$ cat config.mk
export PLATFORM = sky130hd
export DESIGN_NAME = psw_status
export DESIGN_NICKNAME = d
export VERILOG_FILES = /design/src/rtl/psw_pkg.sv /design/src/rtl/psw_rst_sync.sv /design/src/rtl/psw_alu_flags.sv /design/src/rtl/psw_sys_flags.sv /design/src/rtl/psw_status.sv
export SDC_FILE = /design/constraint.sdc
export NUM_CORES = 1
export LEC_CHECK = 0
export ABC_AREA = 0
export BUFFER_PORTS_ARGS = -buffer_cell sky130_fd_sc_hd__buf_2
export CAP_MARGIN = 20
export CORE_AREA = 3 3 40 42
export DETAILED_ROUTE_END_ITERATION = 6
export DIE_AREA = 0 0 43 45
export PLACE_DENSITY = 0.57
export SYNTH_ARGS = -nofsm -noshare
export SYNTH_HDL_FRONTEND = slang
export SYNTH_HIERARCHICAL = 1
export SYNTH_SLANG_ARGS = --single-unit
$ cat constraint.sdc
create_clock -name clk -period 0.8 [get_ports clk]
set_input_delay 0.16 -clock clk [delete_from_list [all_inputs] [get_ports clk]]
set_output_delay 0.16 -clock clk [all_outputs]
set_load 0.03 [all_outputs]
$ cat src/rtl/psw_pkg.sv
package psw_pkg;
  localparam int WORD_W    = 8;
  localparam int ALU_FLAGS = 4;
  localparam int BIT_C     = 0;
  localparam int BIT_AC    = 1;
  localparam int BIT_Z     = 2;
  localparam int BIT_OV    = 3;
  localparam int BIT_PDF   = 4;
  localparam int BIT_TO    = 5;
  localparam int RST_STAGES = 2;
endpackage

$ cat src/rtl/psw_rst_sync.sv
module psw_rst_sync #(
  parameter int STAGES = 2
) (
  input  logic clk,
  input  logic arst_n,
  output logic srst_n
);
  logic [STAGES-1:0] chain_q;
  logic [STAGES-1:0] chain_d;

  always_comb begin
    chain_d = {chain_q[STAGES-2:0], 1'b1};
  end

  always_ff @(posedge clk or negedge arst_n) begin
    if (!arst_n) chain_q <= '0;
    else         chain_q <= chain_d;
  end

  assign srst_n = chain_q[STAGES-1];
endmodule

$ cat src/rtl/psw_alu_flags.sv
module psw_alu_flags #(
  parameter int NF = 4
) (
  input  logic          clk,
  input  logic          rst_n,
  input  logic [NF-1:0] alu_we,
  input  logic [NF-1:0] alu_val,
  input  logic          sw_we,
  input  logic [NF-1:0] sw_val,
  output logic [NF-1:0] flags_q
);
  logic [NF-1:0] flag_en;
  logic [NF-1:0] flag_d;

  for (genvar i = 0; i < NF; i++) begin : g_flag
    // ALU strobe outranks the software write for its own flag
    always_comb begin
      flag_en[i] = alu_we[i] | sw_we;
      flag_d[i]  = alu_we[i] ? alu_val[i] : sw_val[i];
    end

    always_ff @(posedge clk or negedge rst_n) begin
      if (!rst_n)          flags_q[i] <= 1'b0;
      else if (flag_en[i]) flags_q[i] <= flag_d[i];
    end
  end
endmodule

$ cat src/rtl/psw_sys_flags.sv
module psw_sys_flags (
  input  logic clk,
  input  logic rst_n,
  input  logic wdt_expire,
  input  logic clr_wdt,
  input  logic halt,
  output logic pdf_q,
  output logic to_q
);
  logic pdf_en, pdf_d;
  logic to_en,  to_d;

  always_comb begin
    // sleep flag: halt sets, watchdog clear resets
    pdf_en = clr_wdt | halt;
    pdf_d  = halt;
    // timeout flag: expiry sets and outranks both instructions
    to_en  = wdt_expire | clr_wdt | halt;
    to_d   = wdt_expire;
  end

  always_ff @(posedge clk or negedge rst_n) begin
    if (!rst_n)      pdf_q <= 1'b0;
    else if (pdf_en) pdf_q <= pdf_d;
  end

  always_ff @(posedge clk or negedge rst_n) begin
    if (!rst_n)     to_q <= 1'b0;
    else if (to_en) to_q <= to_d;
  end
endmodule

$ cat src/rtl/psw_status.sv
module psw_status
  import psw_pkg::*;
(
  input  logic                 clk,
  input  logic                 rst_n,
  input  logic [ALU_FLAGS-1:0] alu_we,
  input  logic [ALU_FLAGS-1:0] alu_val,
  input  logic                 sw_we,
  input  logic [ALU_FLAGS-1:0] sw_wdata,
  input  logic                 wdt_expire,
  input  logic                 clr_wdt,
  input  logic                 halt,
  output logic [WORD_W-1:0]    status_rd
);
  logic                 rst_sync_n;
  logic [ALU_FLAGS-1:0] arith_q;
  logic                 pdf_q;
  logic                 to_q;

  psw_rst_sync #(.STAGES(RST_STAGES)) u_rst (
    .clk    (clk),
    .arst_n (rst_n),
    .srst_n (rst_sync_n)
  );

  psw_alu_flags #(.NF(ALU_FLAGS)) u_arith (
    .clk     (clk),
    .rst_n   (rst_sync_n),
    .alu_we  (alu_we),
    .alu_val (alu_val),
    .sw_we   (sw_we),
    .sw_val  (sw_wdata),
    .flags_q (arith_q)
  );

  psw_sys_flags u_sys (
    .clk        (clk),
    .rst_n      (rst_sync_n),
    .wdt_expire (wdt_expire),
    .clr_wdt    (clr_wdt),
    .halt       (halt),
    .pdf_q      (pdf_q),
    .to_q       (to_q)
  );

  always_comb begin
    status_rd          = '0;
    status_rd[BIT_C]   = arith_q[0];
    status_rd[BIT_AC]  = arith_q[1];
    status_rd[BIT_Z]   = arith_q[2];
    status_rd[BIT_OV]  = arith_q[3];
    status_rd[BIT_PDF] = pdf_q;
    status_rd[BIT_TO]  = to_q;
  end
endmodule

==> Word level (Yosys, flattened, before mapping) <==
Index checks and enable logic that the tools add are counted.
{ "op_classes": {"mux": 4, "bitwise_logic": 7} }
{ "op_table": {"columns": ["operator", "count"], "rows": [
  ["OR 1 bit", 7],
  ["2-to-1 mux 1 bit", 4]
]} }
{ "word_totals": {"register_bits": 8, "input_bits": 18, "out_inout_bits": 8, "word_cells": 18} }

==> Longest topological paths before layout <==
{ "logic_depth": {"word_depth": 2, "mapped_depth": 3, "depth_no_buf": 2} }

==> By module <==
The synthesis kept the hierarchy.
{ "by_module_without_submodules": {"columns": ["module", "instances", "cells_per_inst", "area_per_inst_um2", "seq_area_each_um2"], "rows": [
  ["psw_alu_flags", 1, 17, 186.4, 100.1],
  ["psw_sys_flags", 1, 6, 73.8, 50.0],
  ["psw_rst_sync", 1, 3, 53.8, 50.0],
  ["psw_status", 1, 5, 33.8, 0.0]
]} }

==> Least setup slack after synthesis <==
No wires, ideal clock.
{ "synth_timing": {"path_kind": "register -> register", "from": "reg, netlist name u_arith/flags_q[0]", "to": "reg u_arith.flags_q[0]", "setup_ns": 0.121, "arrival_time_ns": 0.687, "required_ns": 0.679, "setup_slack_ns": -0.007, "stages_incl_launch_ff": 3, "n_path_buf": 0, "period_less_slack_ns": 0.807, "cell_sequence": "dfrtp_1 -> mux2i_1 -> o21ai_1"} }
{ "synth_rtl": {"columns": ["element", "line_no", "source"], "rows": [
  ["to (signal, indexed assignment)", "psw_alu_flags.sv:24", "else if (flag_en[i]) flags_q[i] <= flag_d[i];"],
  ["to (decl)", "psw_alu_flags.sv:10", "output logic [NF-1:0] flags_q"]
]} }

==> Worst setup path after layout <==
{ "layout_timing": {"from": "reg u_arith.flags_q[0]", "to": "out status_rd[0]"} }
{ "layout_rtl": {"columns": ["element", "line_no", "source"], "rows": [
  ["to (decl)", "psw_status.sv:13", "output logic [WORD_W-1:0] status_rd"]
]} }
No word-level cell between the ends.

==> results_tabular.tex <==
\begin{tabular}{lr}
\hline
Metric & Value \\
\hline
\multicolumn{2}{l}{\textbf{Timing}} \\
\quad Fmax & 1.03 GHz \\
\quad Setup violation total in the final timing report & 6 \\
\quad Final period demand of the worst path & 0.970 ns \\
\quad Count of final hold-check violations & 0 \\
\quad Post-Route Hold Slack & approximately 0.08 ns \\
\quad Setup repair after global routing missed its margin & true \\
\quad Worst setup slack after layout & -0.170 ns \\
\quad Number of slew-limit violations in the final report & 0 \\
\quad Final cycle utilization of the critical path & 1.21 \\
\quad Setup TNS & -0.893 ns \\
\quad Clock Skew & 0.00856 ns \\
\multicolumn{2}{l}{\textbf{Synth}} \\
\quad Sequential-to-total area share from yosys stat & 0.576 \\
\quad Yosys cell types & 11 \\
\quad Number of standard cells after synthesis & 31 \\
\quad Synth warnings & 6 \\
\quad Average cell area after synthesis & roughly 11 sq um \\
\quad Area of the mapped netlist & 348 sq um \\
\quad Post-synthesis register bit count & 8 \\
\multicolumn{2}{l}{\textbf{Layout}} \\
\quad Top library cells by usage in the layout, fill and taps aside & 17 x sky130\_fd\_sc\_hd\_\_buf\_2, 6 x sky130\_fd\_sc\_hd\_\_buf\_6 \\
\quad Leading cell type in the layout, fill and taps excluded & sky130\_fd\_sc\_hd\_\_buf\_2 \\
\quad Area of combinational cells with multiple inputs & 106 sq um \\
\quad Post-route standard cell area excluding fillers & 523 sq um \\
\quad P\&R area growth vs syn & 50.4\% \\
\quad Total number of nets in the final design & 74 \\
\quad Diodes inserted & 0 \\
\quad Fillers & 129 \\
\quad Fraction of final layout cells with drive strength greater than 1 & 0.564 \\
\quad Storage cell area & between 200 and 250 sq um \\
\multicolumn{2}{l}{\textbf{Worst setup path}} \\
\quad Cell with the biggest individual delay on the critical path & sky130\_fd\_sc\_hd\_\_dfrtp\_2 \\
\quad Register-to-Register Path Depth & 2 \\
\quad Path type of the worst setup path & reg -> out \\
\quad Delay of the slowest cell on the worst path & 0.42 ns \\
\quad Critical path, cell by cell & buf\_6 \\
\quad CP required & 0.64 ns \\
\quad WP depth & 1 \\
\quad Cell family contributing the most delay on the critical path & flip-flops \\
\quad Peak fanout along the critical path & 2 \\
\quad Critical path arrival & 0.81 ns \\
\quad Nature of the critical path startpoint & flip-flop \\
\quad Buf+Inv Stages, Crit Path & 1 \\
\quad Endpoint kind of the worst setup timing path & output pin \\
\multicolumn{2}{l}{\textbf{Routing}} \\
\quad Number of optimization iterations in the first detailed-route pass & 3 \\
\quad Wire length per cell & around 11 um \\
\quad DRC violations left & 0 \\
\quad First DRT Iteration DRCs & 2 \\
\quad Wirelength, routed & between 700 and 800 um \\
\quad Total vias in the final route & between 200 and 300 \\
\quad Routed via count divided by cell count & 3.97 \\
\quad Number of nets with antenna violations after routing & 0 \\
\multicolumn{2}{l}{\textbf{Clock tree}} \\
\quad Clock tree from TritonCTS & built \\
\quad Clock sink count & 8 \\
\quad Clock-pin slew on the worst setup and hold paths & about 0.06 ns \\
\quad Clock insertion delay at the later pin of the skew report & 0.25 ns \\
\quad Inserted Clock Buffers & 3 \\
\quad Count of buffers added by post-CTS timing repair for setup & 0 \\
\quad Clock Root Buffer & sky130\_fd\_sc\_hd\_\_clkbuf\_4 \\
\quad H-Tree Level Count & 1 \\
\quad Maximum count of clock buffers along a single path & 2 \\
\multicolumn{2}{l}{\textbf{Global route}} \\
\quad Maximum number of pins on one net before global-route repair & 7 \\
\quad Antenna violations before repair & 0 \\
\quad Vias in the first global route & 306 \\
\quad First-pass GRT wire length & 1.23 mm \\
\quad Total grt overflow & 0 \\
\quad Overall global routing resource usage & 0.0918 \\
\multicolumn{2}{l}{\textbf{Place}} \\
\quad Estimated wirelength of the detail-placed design & between 600 and 700 um \\
\quad Worst Setup Slack post-DPL & 0.0591 ns \\
\quad Final estimated routing congestion in global placement & 0.605 \\
\quad Number of port buffers & 23 \\
\quad Instance area at placement & 449 sq um \\
\multicolumn{2}{l}{\textbf{Floorplan}} \\
\quad Die outline width & 43 um \\
\quad Placement Rows & 13 \\
\quad Vertical die dimension & 45 um \\
\quad Core area & 1280 sq um \\
\quad Initial Util & 0.271 \\
\quad Die area & 1940 sq um \\
\quad Top-level port count & 26 \\
\multicolumn{2}{l}{\textbf{Outcome}} \\
\quad Status & complete, but fails checks \\
\quad Failing checks & setup timing \\
\multicolumn{2}{l}{\textbf{Pwr}} \\
\quad LEAKAGE & 0.277 nW \\
\quad Worst vdd ir & 1230 uV \\
\quad Overall power after layout & 1.00 mW \\
\quad Power Dens Cells & 1920 nW/um\^{}2 \\
\multicolumn{2}{l}{\textbf{Job}} \\
\quad Max-cap violation count & 0 \\
\multicolumn{2}{l}{\textbf{Min path}} \\
\quad Worst hold path class & reg -> async \\
\hline
\end{tabular}
-- area by class of cell --
| class | instances | area share |
|---|---|---|
| Timing Repair Buffer | 24 | 0.311 |
| Sequential cell | 8 | 0.392 |
| Multi-Input combinational cell | 18 | 0.203 |
| Tap cell | 15 | 0.0359 |
| Inverter | 1 | 0.00718 |
| Clock buffer | 4 | 0.0502 |
-- state kept, by name (all words and copies together) (netlist names) --
signal and count:
u_arith/flags_q 4, u_rst/chain_q 2, u_sys/pdf_q 1, u_sys/to_q 1
-- metal layers --
metal / global-route usage / share of wire / up-vias
li1: - / - / 141
met1: 0.0746 / 0.34 / 125
met2: 0.165 / 0.58 / 10
met3: 0.0598 / 0.061 / 2
met4: 0.0542 / 0.018 / 0
met5: 0 / 0 / -
-- logic make-up after synthesis --
family                 count (synthesis)  share of synthesized area
buffers and inverters                  6                      0.129
AND/OR/NAND/NOR                        5                     0.0539
flip-flops                             8                      0.576
AO/OA/AOI/OAI                          6                      0.104
other                                  2                     0.0216
multiplexers                           4                      0.115
-- cells in the mapped netlist --
cell / n / share of area
sky130_fd_sc_hd__a21o_1: 1 / 0.022
sky130_fd_sc_hd__a21o_2: 1 / 0.025
sky130_fd_sc_hd__buf_4: 4 / 0.086
sky130_fd_sc_hd__buf_6: 1 / 0.032
sky130_fd_sc_hd__conb_1: 2 / 0.022
sky130_fd_sc_hd__dfrtp_1: 8 / 0.58
sky130_fd_sc_hd__inv_1: 1 / 0.011
sky130_fd_sc_hd__mux2i_1: 4 / 0.12
sky130_fd_sc_hd__nand2_1: 4 / 0.043
sky130_fd_sc_hd__nor2_1: 1 / 0.011
sky130_fd_sc_hd__o21ai_1: 4 / 0.058
-- where the power goes --
| part | internal, mW | switching (mW) | total, mW |
|---|---|---|---|
| Sequential | 0.439 | 0.0251 | 0.464 |
| Combinational | 0.104 | 0.113 | 0.216 |
| Clock | 0.190 | 0.131 | 0.321 |
-- through the flow --
stage	util	instances
4_1_cts	0.407	70
3_5_place_dp	0.350	65
2_1_floorplan	-	32
3_3_place_gp	0.350	65
5_1_grt	0.407	70
6_report	0.407	70
-- final timing paths --
| kind | from | endpoint | slack [ns] |
|---|---|---|---|
| min | u_rst/chain_q[1]$_DFF_PN0_ | u_sys/pdf_q$_DFFE_PN0P_ | 0.08 |
| max | u_arith/flags_q[0]$_DFFE_PN0P_ | status_rd[0] | -0.17 |
| max in group asynchronous | rst_n | u_rst/chain_q[0]$_DFF_PN0_ | 0.48 |
| min reg2reg | u_rst/chain_q[1]$_DFF_PN0_ | u_sys/pdf_q$_DFFE_PN0P_ | 0.08 |
| max reg2reg | u_arith/flags_q[3]$_DFFE_PN0P_ | u_arith/flags_q[3]$_DFFE_PN0P_ | 0.04 |
| min in group clk | alu_we[0] | u_arith/flags_q[0]$_DFFE_PN0P_ | 0.10 |
-- repair_timing --
action                                  4_1_cts  5_1_grt
hold buffers                                  1        0
gates cloned                                  0        0
hold endpoints to repair                      2        0
gates resized for setup                      12        0
endpoints found under the setup margin        6        6
Power figures use the tool's default switching activity.
